$ cat src/rtl/adc_ctrl_pkg.sv
package adc_ctrl_pkg;

    localparam int RES_W         = 12;
    localparam int CTRL_W        = 8;
    localparam int CH_W          = 3;
    localparam int FRAME_CLKS    = 24;
    localparam int STRB_DEADLINE = 15;
    localparam int RCNT_W        = $clog2(RES_W + 1);

    typedef struct packed {
        logic [CH_W-1:0] chan;
        logic            unipolar;
        logic            single_end;
        logic [1:0]      pmode;
    } conv_cfg_t;

    typedef enum logic [1:0] {
        ST_IDLE = 2'd0,
        ST_RUN  = 2'd1,
        ST_LAST = 2'd2
    } seq_state_t;

    function automatic logic [CTRL_W-1:0] build_ctrl(input conv_cfg_t c);
        return {1'b1, c.chan, c.unipolar, c.single_end, c.pmode};
    endfunction

endpackage

$ cat src/rtl/adc_sclk_gen.sv
module adc_sclk_gen #(
    parameter int HALF_DIV = 2
) (
    input  logic clk,
    input  logic rst,
    input  logic run,
    output logic sclk,
    output logic rise,
    output logic fall
);
    logic tick;

    generate
        if (HALF_DIV <= 1) begin : g_nodiv
            assign tick = run;
        end else begin : g_div
            localparam int CW = $clog2(HALF_DIV);
            localparam logic [CW-1:0] CNT_TOP = CW'(HALF_DIV - 1);
            logic [CW-1:0] cnt;

            always_ff @(posedge clk) begin
                if (rst || !run) begin
                    cnt <= '0;
                end else if (cnt == CNT_TOP) begin
                    cnt <= '0;
                end else begin
                    cnt <= cnt + 1'b1;
                end
            end

            assign tick = run && (cnt == CNT_TOP);
        end
    endgenerate

    always_ff @(posedge clk) begin
        if (rst || !run) begin
            sclk <= 1'b0;
        end else if (tick) begin
            sclk <= ~sclk;
        end
    end

    assign rise = tick && !sclk;
    assign fall = tick && sclk;

endmodule

$ cat src/rtl/adc_tx_shift.sv
module adc_tx_shift
    import adc_ctrl_pkg::*;
#(
    parameter int LEAD_ZEROS = 0
) (
    input  logic              clk,
    input  logic              rst,
    input  logic              load,
    input  logic [CTRL_W-1:0] ctrl_byte,
    input  logic              shift,
    output logic              mosi
);
    localparam int SW = LEAD_ZEROS + CTRL_W;

    logic [SW-1:0] sreg;

    always_ff @(posedge clk) begin
        if (rst) begin
            sreg <= '0;
        end else if (load) begin
            sreg <= SW'(ctrl_byte);
        end else if (shift) begin
            sreg <= {sreg[SW-2:0], 1'b0};
        end
    end

    assign mosi = sreg[SW-1];

endmodule

$ cat src/rtl/adc_rx_capture.sv
module adc_rx_capture
    import adc_ctrl_pkg::*;
#(
    parameter int LEAD_ZEROS = 0,
    parameter int KW         = 6
) (
    input  logic             clk,
    input  logic             rst,
    input  logic             clr,
    input  logic             rise,
    input  logic [KW-1:0]    edge_no,
    input  logic             miso,
    input  logic             strb,
    output logic [RES_W-1:0] data,
    output logic             full_after,
    output logic             miss
);
    localparam logic [KW-1:0]     FIRST_STRB = KW'(LEAD_ZEROS + CTRL_W + 1);
    localparam logic [KW-1:0]     DEAD_EDGE  = KW'(LEAD_ZEROS + STRB_DEADLINE);
    localparam logic [RCNT_W-1:0] FULL       = RCNT_W'(RES_W);
    localparam logic [RCNT_W-1:0] FULL_M1    = RCNT_W'(RES_W - 1);

    logic              seen;
    logic [RCNT_W-1:0] nbits;

    always_ff @(posedge clk) begin
        if (rst || clr) begin
            seen  <= 1'b0;
            nbits <= '0;
            data  <= '0;
        end else if (rise) begin
            if (!seen) begin
                if (strb && edge_no >= FIRST_STRB) begin
                    seen <= 1'b1;
                end
            end else if (nbits != FULL) begin
                data  <= {data[RES_W-2:0], miso};
                nbits <= nbits + 1'b1;
            end
        end
    end

    assign miss       = rise && !seen && !strb && (edge_no == DEAD_EDGE);
    assign full_after = (nbits == FULL) || (seen && nbits == FULL_M1);

endmodule

$ cat src/rtl/adc_host_ctrl.sv
module adc_host_ctrl
    import adc_ctrl_pkg::*;
#(
    parameter int HALF_DIV   = 2,
    parameter int LEAD_ZEROS = 0
) (
    input  logic             clk,
    input  logic             rst,
    input  logic             start,
    input  logic [CH_W-1:0]  chan,
    input  logic             unipolar,
    input  logic             single_end,
    input  logic [1:0]       pwr_mode,
    output logic             busy,
    output logic             cs_n,
    output logic             sclk,
    output logic             mosi,
    input  logic             miso,
    input  logic             strb,
    output logic             done,
    output logic [RES_W-1:0] result,
    output logic [CH_W-1:0]  res_chan,
    output logic             err
);
    localparam int KW = $clog2(LEAD_ZEROS + FRAME_CLKS + RES_W + 2);
    localparam logic [KW-1:0] MIN_LAST = KW'(LEAD_ZEROS + FRAME_CLKS);

    seq_state_t       st;
    conv_cfg_t        cfg_in;
    logic [CH_W-1:0]  chan_q;
    logic [KW-1:0]    rise_cnt;
    logic [KW-1:0]    edge_no;
    logic             run, rise, fall, load;
    logic             full_after, miss, last_rise, err_q;
    logic [RES_W-1:0] rx_data;

    assign cfg_in    = '{chan: chan, unipolar: unipolar, single_end: single_end, pmode: pwr_mode};
    assign run       = (st != ST_IDLE);
    assign busy      = run;
    assign load      = (st == ST_IDLE) && start;
    assign edge_no   = rise_cnt + 1'b1;
    assign last_rise = miss || ((edge_no >= MIN_LAST) && full_after);

    adc_sclk_gen #(.HALF_DIV(HALF_DIV)) u_clkgen (
        .clk (clk),
        .rst (rst),
        .run (run),
        .sclk(sclk),
        .rise(rise),
        .fall(fall)
    );

    adc_tx_shift #(.LEAD_ZEROS(LEAD_ZEROS)) u_tx (
        .clk      (clk),
        .rst      (rst),
        .load     (load),
        .ctrl_byte(build_ctrl(cfg_in)),
        .shift    (fall),
        .mosi     (mosi)
    );

    adc_rx_capture #(.LEAD_ZEROS(LEAD_ZEROS), .KW(KW)) u_rx (
        .clk       (clk),
        .rst       (rst),
        .clr       (load),
        .rise      (rise),
        .edge_no   (edge_no),
        .miso      (miso),
        .strb      (strb),
        .data      (rx_data),
        .full_after(full_after),
        .miss      (miss)
    );

    always_ff @(posedge clk) begin
        if (rst) begin
            st       <= ST_IDLE;
            cs_n     <= 1'b1;
            done     <= 1'b0;
            err      <= 1'b0;
            err_q    <= 1'b0;
            result   <= '0;
            res_chan <= '0;
            chan_q   <= '0;
            rise_cnt <= '0;
        end else begin
            done <= 1'b0;
            err  <= 1'b0;
            unique case (st)
                ST_IDLE: begin
                    if (start) begin
                        chan_q   <= cfg_in.chan;
                        rise_cnt <= '0;
                        err_q    <= 1'b0;
                        cs_n     <= 1'b0;
                        st       <= ST_RUN;
                    end
                end
                ST_RUN: begin
                    if (rise) begin
                        rise_cnt <= edge_no;
                        if (last_rise) begin
                            err_q <= miss;
                            st    <= ST_LAST;
                        end
                    end
                end
                ST_LAST: begin
                    if (fall) begin
                        st       <= ST_IDLE;
                        cs_n     <= 1'b1;
                        done     <= 1'b1;
                        err      <= err_q;
                        result   <= err_q ? '0 : rx_data;
                        res_chan <= chan_q;
                    end
                end
                default: st <= ST_IDLE;
            endcase
        end
    end

endmodule

$ cat config.mk
export PLATFORM = sky130hd
export DESIGN_NAME = adc_host_ctrl
export DESIGN_NICKNAME = d
export VERILOG_FILES = /design/src/rtl/adc_ctrl_pkg.sv /design/src/rtl/adc_sclk_gen.sv /design/src/rtl/adc_tx_shift.sv /design/src/rtl/adc_rx_capture.sv /design/src/rtl/adc_host_ctrl.sv
export SDC_FILE = /design/constraint.sdc
export NUM_CORES = 1
export LEC_CHECK = 0
export BUFFER_PORTS_ARGS = -buffer_cell sky130_fd_sc_hd__buf_2
export CAP_MARGIN = 20
export CORE_MARGIN = 4
export CORE_UTILIZATION = 50
export DETAILED_ROUTE_END_ITERATION = 7
export PLACE_DENSITY = 0.76
export SYNTH_ARGS = -nofsm -noshare
export SYNTH_HDL_FRONTEND = slang
export SYNTH_HIERARCHICAL = 1
export SYNTH_SLANG_ARGS = --single-unit
$ cat constraint.sdc
create_clock -name clk -period 2.62 [get_ports clk]
set_input_delay 0.786 -clock clk [delete_from_list [all_inputs] [get_ports clk]]
set_output_delay 0.786 -clock clk [all_outputs]
set_load 0.01 [all_outputs]
==> results.ini, run 1 <==
[routing]
post_drt_via_cell_ratio = 5.34
detailed_routing_iterations_pass_1 = 4
remaining_drc_errors = 0
route.antenna.remaining_nets = 0
drt_wl_total_um = 4720
routed-via-count = 1922
post_drt_wl_per_cell_um = 13.1
drtIter0Drc = 70

[floorplanning]
fp-row-count = 25
die_h_um = 79.5
i_o_pin_count = 33
dieWidth_um = 79.5
floorplan_die_area_sq_um = 6320
start_util = 0.527
floorplan.core_area_sq_um = 4850

[status]
outcome = finished, final reports clean

[clock_tree]
cts_repair_resize_count = 0
root_buffer = clkbuf_8
cts_tree = built
cts.htree.levels = 3
ctsLongestPathBuffers = 2
cts.sink_count = 57
cts_inserted_buffers = 9
setup_bufs_post_cts = 0
cts_hold_repair.buffers = 0
clk_transition_reported_paths_ns = 0.07
worstSkewPairLatency_ns = 0.34

[synth]
postSynth.topFlopCell = dfxtp_1
synthSimpleGateAreaFrac = 0.194
syn-mean-instance-area_sq_um = 10.1
synthCells = 253
synth_xor_area_frac = 0.0171
synthTopCellsByArea = dfxtp_1 45%, mux2i_1 8.6%, a22o_1 5.1%, buf_6 3.1%, nand2_1 3.1%
yosys_warnings = 6
syn-num-nets = 269
synthMuxAreaShare = 0.0861
synth_seq_area_share = 0.446
yosys-top-cells-count = 57 x dfxtp_1, 22 x mux2i_1, 21 x nand2_1
async_set_or_reset_flop_fraction_in_the_synthesized_netlist = 0
synth-seq-cells = 57
synth_cell_type_count = 56
post-synth-top-area-fraction = 0.446
post-synth-top-count-cell = dfxtp_1
synth-edff-count = 0
yosys.area.top_type = dfxtp_1
synth_top_family_by_area = simple AND/OR/NAND/NOR gates
synth_compound_gate_area_share = 0.173
synthesis.area_sq_um = 2560
synth_fa_ha_area_frac = 0.0196

[timing]
slew_limit_headroom = 0.630
max_freq_ghz = 0.425
finalSetupTns_ns = 0
setup-violations-final = 0
setup_repair_after_global_routing_missed_its_margin = false
period_share = 0.898
period_needed_ns = 2.35
report.final.slew_viol_count = 0
report.final.hold_viol_count = 0
final.setup_skew_ns = 0.00951
worst-slew-pin-transition_ns = 0.554

[cells_and_area]
syn_to_final_growth_pct = 14.9
drive_gt1_frac = 0.239
layout.cell_area.non_filler_sq_um = 2940
multi_input_comb_area_sq_um = 1250
area.sequential_sq_um = 1140
num-nets-final = 304
diodes = 0
layout.filler_cells = 434

[placement]
hpwlAfterDp_um = 3350
port-buffer-count = 32
gp_congestion = 0.880
placed_cell_area_sq_um = 2710

[global_route]
grt_util_met3 = 0.0587
grt_pass1_wl_um = 8410
globalRoute.totalOverflow = 0
grt_start_max_net_pins = 17
globalRoute.busiestLayer = met2
global_route.usage.met2 = 0.264
first_global_vias = 1844
grt_use_met1 = 0.218
antenna_found_initial = 0
globalRouteTotalUtil = 0.170

[setup_path]
crit_path_cell_trace = and4_4 > nand2_1 > xnor2_1 > or2_2 > nor3_1 > and4b_1 > a211o_1 > a31oi_1 > a211oi_1
crit_slowest_cell = dfxtp_1
critPathCaptureType = flip-flop
worstRegToRegCells = 9
max_stage_delay_ns = 0.49
timing.critical_path.from_type = flip-flop
crit_path_max_fanout = 10
arrival_time_at_the_worst_endpoint_ns = 2.60
timing.reg2reg.setup_slack_ns = 0.27
path_class = reg -> reg
crit_required_ns = 2.87

[worst_hold_path]
holdCritPathClass = reg -> reg
hold-path-cell-count = 1

[power]
power-per-cell-area_nw_per_um2 = 645
ir_drop_worst_vdd_mv = 0.386
static-leakage-power_nw = 1.16

[run]
drv_cap = 0

-- sequential cells by signal, summed over array words and instances (netlist names), 2 cells and up --
register and cells:
chan_q 3, res_chan 3, result 12, rise_cnt 6, st 2, u_rx/data 12, u_rx/nbits 4, u_tx/sreg 8
-- critical path: cells and delay by family (launching register included) --
| kind | cells | cell delay (ns) |
|---|---|---|
| compound gates | 3 | 0.36 |
| xor+xnor | 1 | 0.13 |
| flops | 1 | 0.49 |
| simple gates | 5 | 1.30 |
-- through the flow --
step	power (mW)	hold slack (ns)	setup WS (ns)	std cells	util
after CTS	1.92	0.464	0.292	360	0.606
final	1.90	0.460	0.267	360	0.606
after floorplan	0.969	0.433	0.465	253	-
after global routing	1.97	0.470	0.0586	360	0.606
after detailed placement	1.00	0.451	0.303	344	0.559
after global placement	1.00	0.448	0.379	344	0.559
-- final timing paths --
kind / start / to
hold reg to reg: chan_q[1] / res_chan[1]
setup / recovery: rise_cnt[2] / err_q
hold / removal: chan_q[1] / res_chan[1]
setup reg to reg: rise_cnt[2] / err_q
-- cell usage in the layout (no fill, tap or decap), drive strengths merged, types with 2 or more instances in the layout --
master / n
dfxtp: 57
buf: 37
mux2i: 22
nand2: 22
nor2: 18
a22o: 15
inv: 10
a211oi: 9
clkbuf: 9
nor2b: 9
a21oi: 9
nand3: 6
o21ai: 5
xnor2: 4
a22oi: 4
nand4: 4
ha: 4
a31oi: 4
and3: 4
or2: 3
and3b: 3
and2: 3
clkinv: 3
a21boi: 2
nor3: 2
a311o: 2
nand2b: 2
bufinv: 2
nor3b: 2
-- routing by layer --
metal / share of wire / up-vias
met5: 0 / -
met4: 0.011 / 0
met3: 0.048 / 4
met2: 0.46 / 45
met1: 0.48 / 892
li1: - / 981
-- cell type report --
cell class | instances | share of cell area
clock buffers | 9 | 0.0422
multi-input cells | 174 | 0.427
flip-flops and latches | 57 | 0.388
repair buffers | 37 | 0.0673
inverters | 9 | 0.0115
clock inverters | 7 | 0.0349
well taps | 67 | 0.0285
-- power breakdown --
group	switching [mW]	leakage (nW)	total [mW]	internal (mW)
clock	0.371	0.110	0.913	0.543
combinational	0.0541	0.592	0.0910	0.0369
sequential	0.00872	0.462	0.891	0.882
total	0.434	1.16	1.90	1.46
-- logic make-up (layout without fill, tap and decap cells) --
| group | after synthesis | count (layout) |
|---|---|---|
| AND/OR/NAND/NOR | 85 | 85 |
| XOR/XNOR | 5 | 5 |
| AO/OA/AOI/OAI | 57 | 57 |
| other | 1 | 1 |
| multiplexers | 22 | 22 |
| buffers and inverters | 22 | 62 |
| flip-flops | 57 | 57 |
| adder cells (fa/ha/maj) | 4 | 4 |
(Power assumes the default switching activity.)
==> run 2: changes to the inputs <==
--- a/config.mk
+++ b/config.mk
@@ -10,7 +10,7 @@
 export CORE_MARGIN = 4
 export CORE_UTILIZATION = 50
 export DETAILED_ROUTE_END_ITERATION = 7
-export PLACE_DENSITY = 0.76
+export PLACE_DENSITY = 0.78
 export SYNTH_ARGS = -nofsm -noshare
 export SYNTH_HDL_FRONTEND = slang
 export SYNTH_HIERARCHICAL = 1
==> constraint.sdc (replaced) <==
create_clock -name clk -period 2.01 [get_ports clk]
set_input_delay 0.603 -clock clk [delete_from_list [all_inputs] [get_ports clk]]
set_output_delay 0.603 -clock clk [all_outputs]
set_load 0.01 [all_outputs]
==> run 2 against run 1 <==
Effect of this change: total power increased by 18%; critical path depth is the same; global-route usage increased by 0.41 points; clock-buffer cell count increased by 1; register-to-register slack got worse by 0.13 ns; sequential share of layout area is 0.63 points lower; cell count is 3.1% higher; die area is the same; via count up 3.2%; critical path type unchanged; critical endpoint unchanged; highest routed layer unchanged.
==> results.ini, run 2 (same netlist as run 1, synthesis figures left out) <==
[status]
outcome = finished, final reports clean  ; unchanged

[routing]
detailed_routing_iterations_pass_1 = 4  ; unchanged
route.antenna.remaining_nets = 0  ; unchanged
drtIter0Drc = 64  ; was 70
post_drt_via_cell_ratio = 5.35  ; was 5.34
routed-via-count = 1983  ; was 1922
post_drt_wl_per_cell_um = 13.7  ; was 13.1 um
drt_wl_total_um = 5100  ; was 4720 um
remaining_drc_errors = 0  ; unchanged

[setup_path]
arrival_time_at_the_worst_endpoint_ns = 2.13  ; was 2.60 ns
timing.critical_path.from_type = flip-flop  ; unchanged
crit_slowest_cell = dfxtp_4  ; was dfxtp_1
critPathCaptureType = flip-flop  ; unchanged
crit_required_ns = 2.26  ; was 2.87 ns
worst_r2r_endpoint = err_q  ; unchanged
path_class = reg -> reg  ; unchanged
crit_path_cell_trace = ha_2 > buf_4 > xor2_1 > nand3_1 > nor3_4 > and4b_1 > a211o_1 > nor2_1 > a211oi_1  ; was and4_4 > nand2_1 > xnor2_1 > or2_2 > nor3_1 > and4b_1 > a211o_1 > a31oi_1 > a211oi_1
max_stage_delay_ns = 0.37  ; was 0.49 ns
worstRegToRegCells = 9  ; unchanged
crit_path_max_fanout = 6  ; was 10
timing.reg2reg.setup_slack_ns = 0.13  ; was 0.27 ns
r2r_start = rise_cnt[1]  ; was rise_cnt[2]

[cells_and_area]
final_cell_count_no_fill = 371  ; was 360
syn_to_final_growth_pct = 17.7  ; was 14.9%
layout.filler_cells = 411  ; was 434
layout.cells.most_common_list = 54 x dfxtp_1, 32 x buf_2, 22 x mux2i_1  ; was 57 x dfxtp_1, 32 x buf_2, 22 x mux2i_1
multi_input_comb_area_sq_um = 1280  ; was 1250 sq um
num-nets-final = 315  ; was 304
largestRegisters = result x12, u_rx/data x12, u_tx/sreg x8  ; unchanged
diodes = 0  ; unchanged
drive_gt1_frac = 0.289  ; was 0.239
area.sequential_sq_um = 1150  ; was 1140 sq um
mostFrequentLayoutCell = dfxtp_1  ; unchanged

[worst_hold_path]
worstHoldEndpoint = result[1]  ; was res_chan[1]
hold-path-cell-count = 1  ; unchanged
holdCritPathClass = reg -> reg  ; unchanged
hold_start = u_rx/data[1]  ; was chan_q[1]

[timing]
slew_limit_headroom = 0.635  ; was 0.630
period_share = 0.934  ; was 0.898
final.setup_skew_ns = 0.00628  ; was 0.00951 ns
period_needed_ns = 1.88  ; was 2.35 ns
worst-slew-pin-transition_ns = 0.547  ; was 0.554 ns
report.final.hold_viol_count = 0  ; unchanged
max_freq_ghz = 0.533  ; was 0.425 GHz
finalHoldWorstSlack_ns = 0.468  ; was 0.460 ns
setup-violations-final = 0  ; unchanged
report.final.slew_viol_count = 0  ; unchanged

[clock_tree]
root_buffer = clkbuf_8  ; unchanged
cts_inserted_buffers = 9  ; unchanged
worstSkewPairLatency_ns = 0.34  ; about the same
clk_transition_reported_paths_ns = 0.07  ; about the same
cts_tree = built  ; unchanged
cts.sink_count = 57  ; unchanged
cts_hold_repair.buffers = 0  ; unchanged
cts.htree.levels = 3  ; unchanged
ctsLongestPathBuffers = 2  ; unchanged

[global_route]
grt_pass1_wl_um = 8430  ; was 8410 um
first_global_vias = 1899  ; was 1844
globalRoute.totalOverflow = 0  ; unchanged
globalRouteTotalUtil = 0.174  ; was 0.170
antenna_found_initial = 0  ; unchanged
grt_start_max_net_pins = 19  ; was 17

[placement]
gp_congestion = 0.849  ; was 0.880
placed_cells_incl_taps = 353  ; was 344
hpwlAfterDp_um = 3550  ; was 3350 um
port-buffer-count = 32  ; unchanged

[power]
ir_drop_worst_vdd_mv = 0.379  ; was 0.386 mV
static-leakage-power_nw = 1.21  ; was 1.16 nW
power-per-cell-area_nw_per_um2 = 744  ; was 645 nW/um^2

[floorplanning]
fp-row-count = 25  ; unchanged
i_o_pin_count = 33  ; unchanged
dieWidth_um = 79.5  ; unchanged
start_util = 0.527  ; unchanged
floorplan_die_area_sq_um = 6320  ; unchanged
die_h_um = 79.5  ; unchanged
floorplan.core_area_sq_um = 4850  ; unchanged

[run]
drv_cap = 0  ; unchanged

==> run 2: cell count changes in the layout (fill, tap and decap cells not counted), moves of 2 or more <==
cell / delta
buf_4: +11
bufinv_16: -2
clkinv_2: +2
clkinv_4: -2
dfxtp_1: -3
dfxtp_4: +2
==> run 2: metrics by stage <==
stage	power (mW)	instance area [sq um]	utilization	setup WS (ns)	setup TNS, ns
after floorplan	1.26	2560	-	0.0120	0
after detailed placement	1.31	2790	0.575	-0.0238	-0.0238
after CTS	2.27	2970	0.612	0.0422	0
after global routing	2.34	3010	0.621	-0.0322	-0.0322
after global placement	1.31	2790	0.575	0.0750	0
final	2.24	3010	0.621	0.132	0
==> run 2: area by class of cell <==
class / instances / share of cell area
clock buffers: 10 / 0.0457
clock inverters: 6 / 0.0141
inverters: 9 / 0.0112
multi-input cells: 174 / 0.426
flip-flops and latches: 57 / 0.382
well taps: 67 / 0.0279
repair buffers: 48 / 0.0931
==> run 2: power breakdown <==
| part | total (mW) | switching (mW) | internal (mW) | leakage, nW |
|---|---|---|---|---|
| Combinational | 0.125 | 0.0724 | 0.0524 | 0.660 |
| Sequential | 1.16 | 0.0119 | 1.15 | 0.464 |
| Clock | 0.954 | 0.473 | 0.481 | 0.0887 |
==> run 2: worst max-delay path by stage <==
stage                start     to  cells after the start
2_1_floorplan  rise_cnt[2]  err_q                     11
3_3_place_gp   rise_cnt[0]  err_q                      9
3_5_place_dp   rise_cnt[0]  err_q                      9
4_1_cts        rise_cnt[0]  err_q                      9
5_1_grt        rise_cnt[2]  err_q                      9
6_report       rise_cnt[1]  err_q                      9
==> run 2: routing by layer <==
metal / GRT usage / routed length, um / vias to the layer above
li1: - / - / 1005
met1: 0.202 / 2320 / 926
met2: 0.289 / 2440 / 48
met3: 0.0621 / 296 / 4
met4: 0.0722 / 35 / 0
met5: 0 / 0 / -
==> run 2: repair_timing <==
| item | CTS | global route |
|---|---|---|
| pin swaps | 0 | 2 |
| setup buffers | 0 | 2 |
| endpoints found under the hold margin | 0 | 0 |
| setup endpoints to repair | 1 | 1 |
| resized for setup | 2 | 7 |
==> run 2: worst max-delay path, delay by kind of cell, from the launching register on <==
| family | cells | cell delay (ns) |
|---|---|---|
| AO/OA/AOI/OAI | 2 | 0.33 |
| XOR/XNOR | 1 | 0.16 |
| adder cells (fa/ha/maj) | 1 | 0.18 |
| buffers and inverters | 1 | 0.13 |
| flip-flops | 1 | 0.37 |
| AND/OR/NAND/NOR | 4 | 0.63 |
